## src/rtl/spi_shift_engine.sv

```systemverilog
module spi_shift_engine #(
  parameter int DW      = 16,
  parameter int MIN_DIV = 3
) (
  input  logic          clk,
  input  logic          rst_n,
  input  logic [31:0]   fmt_i,
  input  logic          loopback_i,
  input  logic          start_i,
  input  logic [DW-1:0] tx_word_i,
  input  logic          miso_i,
  output logic          sclk_o,
  output logic          mosi_o,
  output logic          busy_o,
  output logic          done_o,
  output logic [DW-1:0] rx_word_o,
  output logic          par_err_o
);
  localparam int LW = $clog2(DW + 2);
  localparam int IW = $clog2(DW);

  logic          busy_q, done_q, par_err_q, rx_par_q;
  logic          cpha0_q, cpol_q, lsb_q, pen_q, podd_q;
  logic [LW-1:0] len_q, bit_q;
  logic [8:0]    div_q, cnt_q;
  logic [DW-1:0] tx_q, rx_q, rx_word_q;

  logic [LW-1:0] len_in;
  logic [8:0]    div_raw, div_in;
  logic unused_fmt;
  assign unused_fmt = ^{fmt_i[31:24], fmt_i[21], fmt_i[19:18], fmt_i[7:5]};

  always_comb begin
    if (fmt_i[4:0] < 5'd2)       len_in = LW'(2);
    else if (fmt_i[4:0] > 5'(DW)) len_in = LW'(DW);
    else                          len_in = LW'(fmt_i[4:0]);
  end
  assign div_raw = {1'b0, fmt_i[15:8]} + 9'd1;
  assign div_in  = (div_raw < 9'(MIN_DIV)) ? 9'(MIN_DIV) : div_raw;

  logic [8:0]    half, lead;
  logic [LW-1:0] nbits, pos;
  logic [DW:0]   one_sh;
  logic [DW-1:0] mask;
  logic          in_data, tx_par, tx_bit, act, sample_now, miso_eff, slot_end;

  assign half     = div_q >> 1;
  assign lead     = div_q - half;
  assign nbits    = len_q + LW'(pen_q);
  assign one_sh   = (DW+1)'(1) << len_q;
  assign mask     = one_sh[DW-1:0] - 1'b1;
  assign in_data  = bit_q < len_q;
  assign pos      = lsb_q ? bit_q : (len_q - LW'(1) - bit_q);
  assign tx_par   = podd_q ^ (^(tx_q & mask));
  assign tx_bit   = in_data ? tx_q[pos[IW-1:0]] : tx_par;
  assign mosi_o   = busy_q & tx_bit;
  assign act      = cpha0_q ? (cnt_q >= lead) : (cnt_q < half);
  assign sclk_o   = busy_q ? (cpol_q ^ act) : fmt_i[17];
  assign sample_now = busy_q && (cnt_q == (cpha0_q ? lead : half) - 9'd1);
  assign miso_eff = loopback_i ? mosi_o : miso_i;
  assign slot_end = cnt_q == div_q - 9'd1;

  always_ff @(posedge clk or negedge rst_n) begin
    if (!rst_n) begin
      busy_q <= 1'b0; done_q <= 1'b0; par_err_q <= 1'b0; rx_par_q <= 1'b0;
      cpha0_q <= 1'b0; cpol_q <= 1'b0; lsb_q <= 1'b0; pen_q <= 1'b0; podd_q <= 1'b0;
      len_q <= LW'(2); bit_q <= '0; div_q <= 9'(MIN_DIV); cnt_q <= '0;
      tx_q <= '0; rx_q <= '0; rx_word_q <= '0;
    end else begin
      done_q <= 1'b0;
      if (!busy_q) begin
        if (start_i) begin
          busy_q  <= 1'b1;
          len_q   <= len_in;
          div_q   <= div_in;
          cpha0_q <= fmt_i[16];
          cpol_q  <= fmt_i[17];
          lsb_q   <= fmt_i[20];
          pen_q   <= fmt_i[22];
          podd_q  <= fmt_i[23];
          tx_q    <= tx_word_i;
          cnt_q   <= '0;
          bit_q   <= '0;
          rx_q    <= '0;
          rx_par_q <= 1'b0;
        end
      end else begin
        if (sample_now) begin
          if (in_data) rx_q[pos[IW-1:0]] <= miso_eff;
          else         rx_par_q <= miso_eff;
        end
        if (slot_end) begin
          cnt_q <= '0;
          if (bit_q == nbits - LW'(1)) begin
            busy_q    <= 1'b0;
            done_q    <= 1'b1;
            rx_word_q <= rx_q;
            par_err_q <= pen_q & (rx_par_q != (podd_q ^ (^rx_q)));
          end else begin
            bit_q <= bit_q + LW'(1);
          end
        end else begin
          cnt_q <= cnt_q + 9'd1;
        end
      end
    end
  end

  assign busy_o    = busy_q;
  assign done_o    = done_q;
  assign rx_word_o = rx_word_q;
  assign par_err_o = par_err_q;

  AST_DONE_ONE_CYCLE: assert property (@(posedge clk) disable iff (!rst_n)
    done_q |=> !done_q);
  AST_DONE_AT_BUSY_FALL: assert property (@(posedge clk) disable iff (!rst_n)
    $fell(busy_q) |-> done_q);
  AST_MOSI_IDLE_LOW: assert property (@(posedge clk) disable iff (!rst_n)
    !busy_q |-> !mosi_o);
  AST_RX_RIGHT_JUSTIFIED: assert property (@(posedge clk) disable iff (!rst_n)
    done_q |-> ((rx_word_q & ~mask) == '0));
  AST_START_IGNORED_BUSY: assert property (@(posedge clk) disable iff (!rst_n)
    (busy_q && start_i) |=> $stable(tx_q) && $stable(len_q) && $stable(div_q));
  AST_DIV_FLOOR: assert property (@(posedge clk) disable iff (!rst_n)
    busy_q |-> (cnt_q < div_q) && (div_q >= 9'(MIN_DIV)));
endmodule

```

## config.mk

```make
export PLATFORM = sky130hd
export DESIGN_NAME = spi_shift_engine
export DESIGN_NICKNAME = d
export VERILOG_FILES = /design/src/rtl/spi_shift_engine.sv
export SDC_FILE = /design/constraint.sdc
export NUM_CORES = 1
export LEC_CHECK = 0
export CORE_MARGIN = 5
export CORE_UTILIZATION = 58
export DETAILED_ROUTE_END_ITERATION = 10
export PLACE_DENSITY = 0.88
export SLEW_MARGIN = 20
export SYNTH_ARGS = -nofsm -noshare
export SYNTH_HDL_FRONTEND = slang
export SYNTH_SLANG_ARGS = --single-unit
```

## constraint.sdc

```tcl
create_clock -name clk -period 5.52 [get_ports clk]
set_input_delay 1.656 -clock clk [delete_from_list [all_inputs] [get_ports clk]]
set_output_delay 1.656 -clock clk [all_outputs]
set_load 0.02 [all_outputs]
```

==> results.yml <==
outcome:
  status: "finished clean"
global_route:
  grt_max_degree: 86
  grt_pass1_wl_mm: 26.8
  antenna_found_initial: 0
  grt.total_usage_pct: 22.9
  grt-ovfl-total: 0
  first_global_vias: 5621
route:
  antenna_left: 0
  drtPass1Iterations: 6
  wirelength_mm: 15.9
  avgViaCountPerCell: 6.00
  initialDrtViolationCount: 509
  wire_per_inst_um: 15.7
  route.detailed.drc: 0
  num_vias: 6062
critical_path:
  cp_slowest_cell: "dfstp_2"
  critical_path.top_delay_family: "compound AO/OA/AOI/OAI gates"
  worst_path_most_repeated_cell: "a21o_1"
  path_buf_inv: 3
  worstSetupStartpointType: "flop"
  crit_path_cell_trace: "ha_2 > inv_1 > fa_2 > inv_1 > ha_1 > a21o_1 > a21o_1 > a21o_1 > a211oi_2 > o21ai_1 > a21oi_1 > o21ai_2 > xor2_1 > mux2_2 > buf_2"
  critical_path_class: "flop to output port"
  critPathRequiredTime_ns: 3.86
  crit_fanout: 5
  r2r_slack_ns: 1.61
  worstSetupEndpointType: "output port"
  timing.rr.start: "div_q[1]"
  reg2reg_depth: 15
  worstReg2RegEnd: "rx_q[10]"
  cp_data_arrival_time_ns: 3.70
  max_stage_delay_ns: 0.57
clocking:
  clkTransAtPathRegs_ns: 0.06
  numCtsBuffers: 9
  cts_sinks: 85
  hold_buffers: 0
  cts-root-buf: "clkbuf_16"
  insertion_delay_ns: 0.35
  ctsHtreeMaxLevel: 3
  cts.path.max_buffers: 2
  cts_tree: "yes"
yosys:
  ys_top_cells_by_area: "dfrtp_1 30%, ha_1 8.5%, nand2_1 8.3%"
  syn-cell-area_mm2: 0.00676
  ys_seq_area_share_pct: 31.5
  yosysTopAreaCellShare_pct: 30.4
  synthCells: 808
  synth_area_leader_cell: "dfrtp_1"
  synth_edf_count: 0
  synth_common_cells: "150 x nand2_1, 82 x dfrtp_1, 65 x o21ai_0"
  avgSynthCellArea_um2: 8.36
  ys_seq_elements: 85
  synth.most_common_cell: "nand2_1"
  synthArstFlopShare_pct: 100
  synthesis.nets: 909
  synth-main-ff-cell: "dfrtp_1"
  yosysWarningCount: 0
  synth_cell_types: 71
finish:
  antennaDiodeCount: 0
  layout-drive-gt1-share_pct: 9.91
  fin_area_mm2: 0.00780
  nets: 964
  stdcell_count: 1011
  areaGrowthSynthToFinish_pct: 15.5
run:
  max_cap_violations: 0
place:
  dp_cells: 994
  hpwlAfterDp_mm: 11.5
  io_buffers: 59
  place_ws_ns: 0.0649
  gp_congestion: 0.938
  dpl_cell_area_mm2: 0.00747
timing:
  rsz0062_at_grt: "no"
  drv_slew: 0
  max_clock_freq_mhz: 187
  setup_viol: 0
  skew_ns: 0.00641
  final-hold-violation-count: 0
  max_slew.worst_pin.slew_ns: 0.884
  fin_crit_ns: 5.35
  worst_hold_slack_ns: 0.463
  fin_crit_sh_pct: 97.0
  setup_slack_ns: 0.166
  slew_headroom_pct: 41.1
die:
  io_pins: 74
  rows: 39
  dieArea_mm2: 0.0139
  start_util_pct: 59.2
  dieHeight_um: 118
  die_w_um: 118
  fp.coreArea_mm2: 0.0114
power:
  vdd_drop_max_uv: 245
  power.density_mw_per_mm2: 512
  total_power_mw: 4.00
  cellLeakagePower_nw: 3.47
min_path:
  hp-start: "rx_word_o[9]"
  min_to: "rx_word_o[9]"
  hold_class: "flop to flop"
  min_path_cells: 2
tightest hold or removal path: cells and delay by family, from the launching register on:
kind             cells  cell delay [ns]
AND/OR/NAND/NOR      2             0.09
flip-flops           1             0.34
sequential cells by signal (all words and copies together) (netlist names), 5 cells and up:
| register | count |
|---|---|
| bit_q | 5 |
| cnt_q | 9 |
| div_q | 9 |
| len_q | 5 |
| rx_q | 16 |
| rx_word_o | 16 |
| tx_q | 16 |
cells in the final DEF (no fill, tap or decap), types with 9 or more instances in the layout:
cell type / count
nor2_1: 40
dfrtp_1: 82
a21oi_1: 41
nand2_1: 150
nand3_1: 28
a21o_1: 10
clkbuf_16: 9
nand2b_1: 11
xor2_1: 20
nor3_1: 14
buf_4: 29
xnor2_1: 57
o21ai_1: 11
a211oi_1: 11
mux2i_1: 12
o21ai_0: 62
ha_1: 45
and3_1: 9
clkdlybuf4s50_1: 56
inv_1: 34
repair_timing:
item,4_1_cts,5_1_grt
buffers inserted,1,0
endpoints found under the setup margin,2,2
gates resized for setup,7,12
cloned,0,0
pin swaps,2,3
power breakdown:
part	leakage, nW	switching [mW]	internal [mW]	total, mW
Combinational	2.24	1.31	1.12	2.43
Clock	0.137	0.265	0.322	0.587
Sequential	1.10	0.232	0.752	0.984
Total	3.47	1.81	2.19	4.00
cells by family after synthesis:
group | after synthesis | synth area share (%)
mux | 17 | 3.28
fa+ha+maj | 48 | 9.11
simple gates | 299 | 20.5
flops | 85 | 31.5
buf+inv | 80 | 6.06
xor+xnor | 80 | 10.7
compound gates | 199 | 18.8
through the flow:
| stage | util, % | TNS (ns) |
|---|---|---|
| floorplan | - | 0 |
| global placement | 65.4 | 0 |
| detailed placement | 65.4 | 0 |
| CTS | 68.1 | -0.00786 |
| global route | 68.4 | 0 |
| finish | 68.4 | 0 |
routing by layer:
metal | wire length, um | track usage (%) | share of wire, %
met1 | 6930 | 31.0 | 44
met2 | 7580 | 37.5 | 48
met3 | 1090 | 3.03 | 6.8
met4 | 320 | 8.24 | 2.0
met5 | 0 | 0 | 0
how the worst max path moves through the flow:
stage	from	end	slack (ns)	depth (start not counted)
detailed placement	div_q[1]	sclk_o	0.06	15
global placement	div_q[1]	sclk_o	0.09	15
finish	div_q[1]	sclk_o	0.17	15
CTS	div_q[1]	sclk_o	-0.008	15
global route	div_q[1]	sclk_o	0.01	15
floorplan	div_q[5]	sclk_o	0.62	14
area by class of cell:
class / instances / area [um2]
clock buffer: 11 / 243
clock inverter: 5 / 42.5
fill: 914 / 3610
inverter: 36 / 135
multi-input combinational: 643 / 4260
sequential: 85 / 2130
tap: 143 / 179
timing repair buffer: 88 / 807
(Power assumes the default switching activity.)
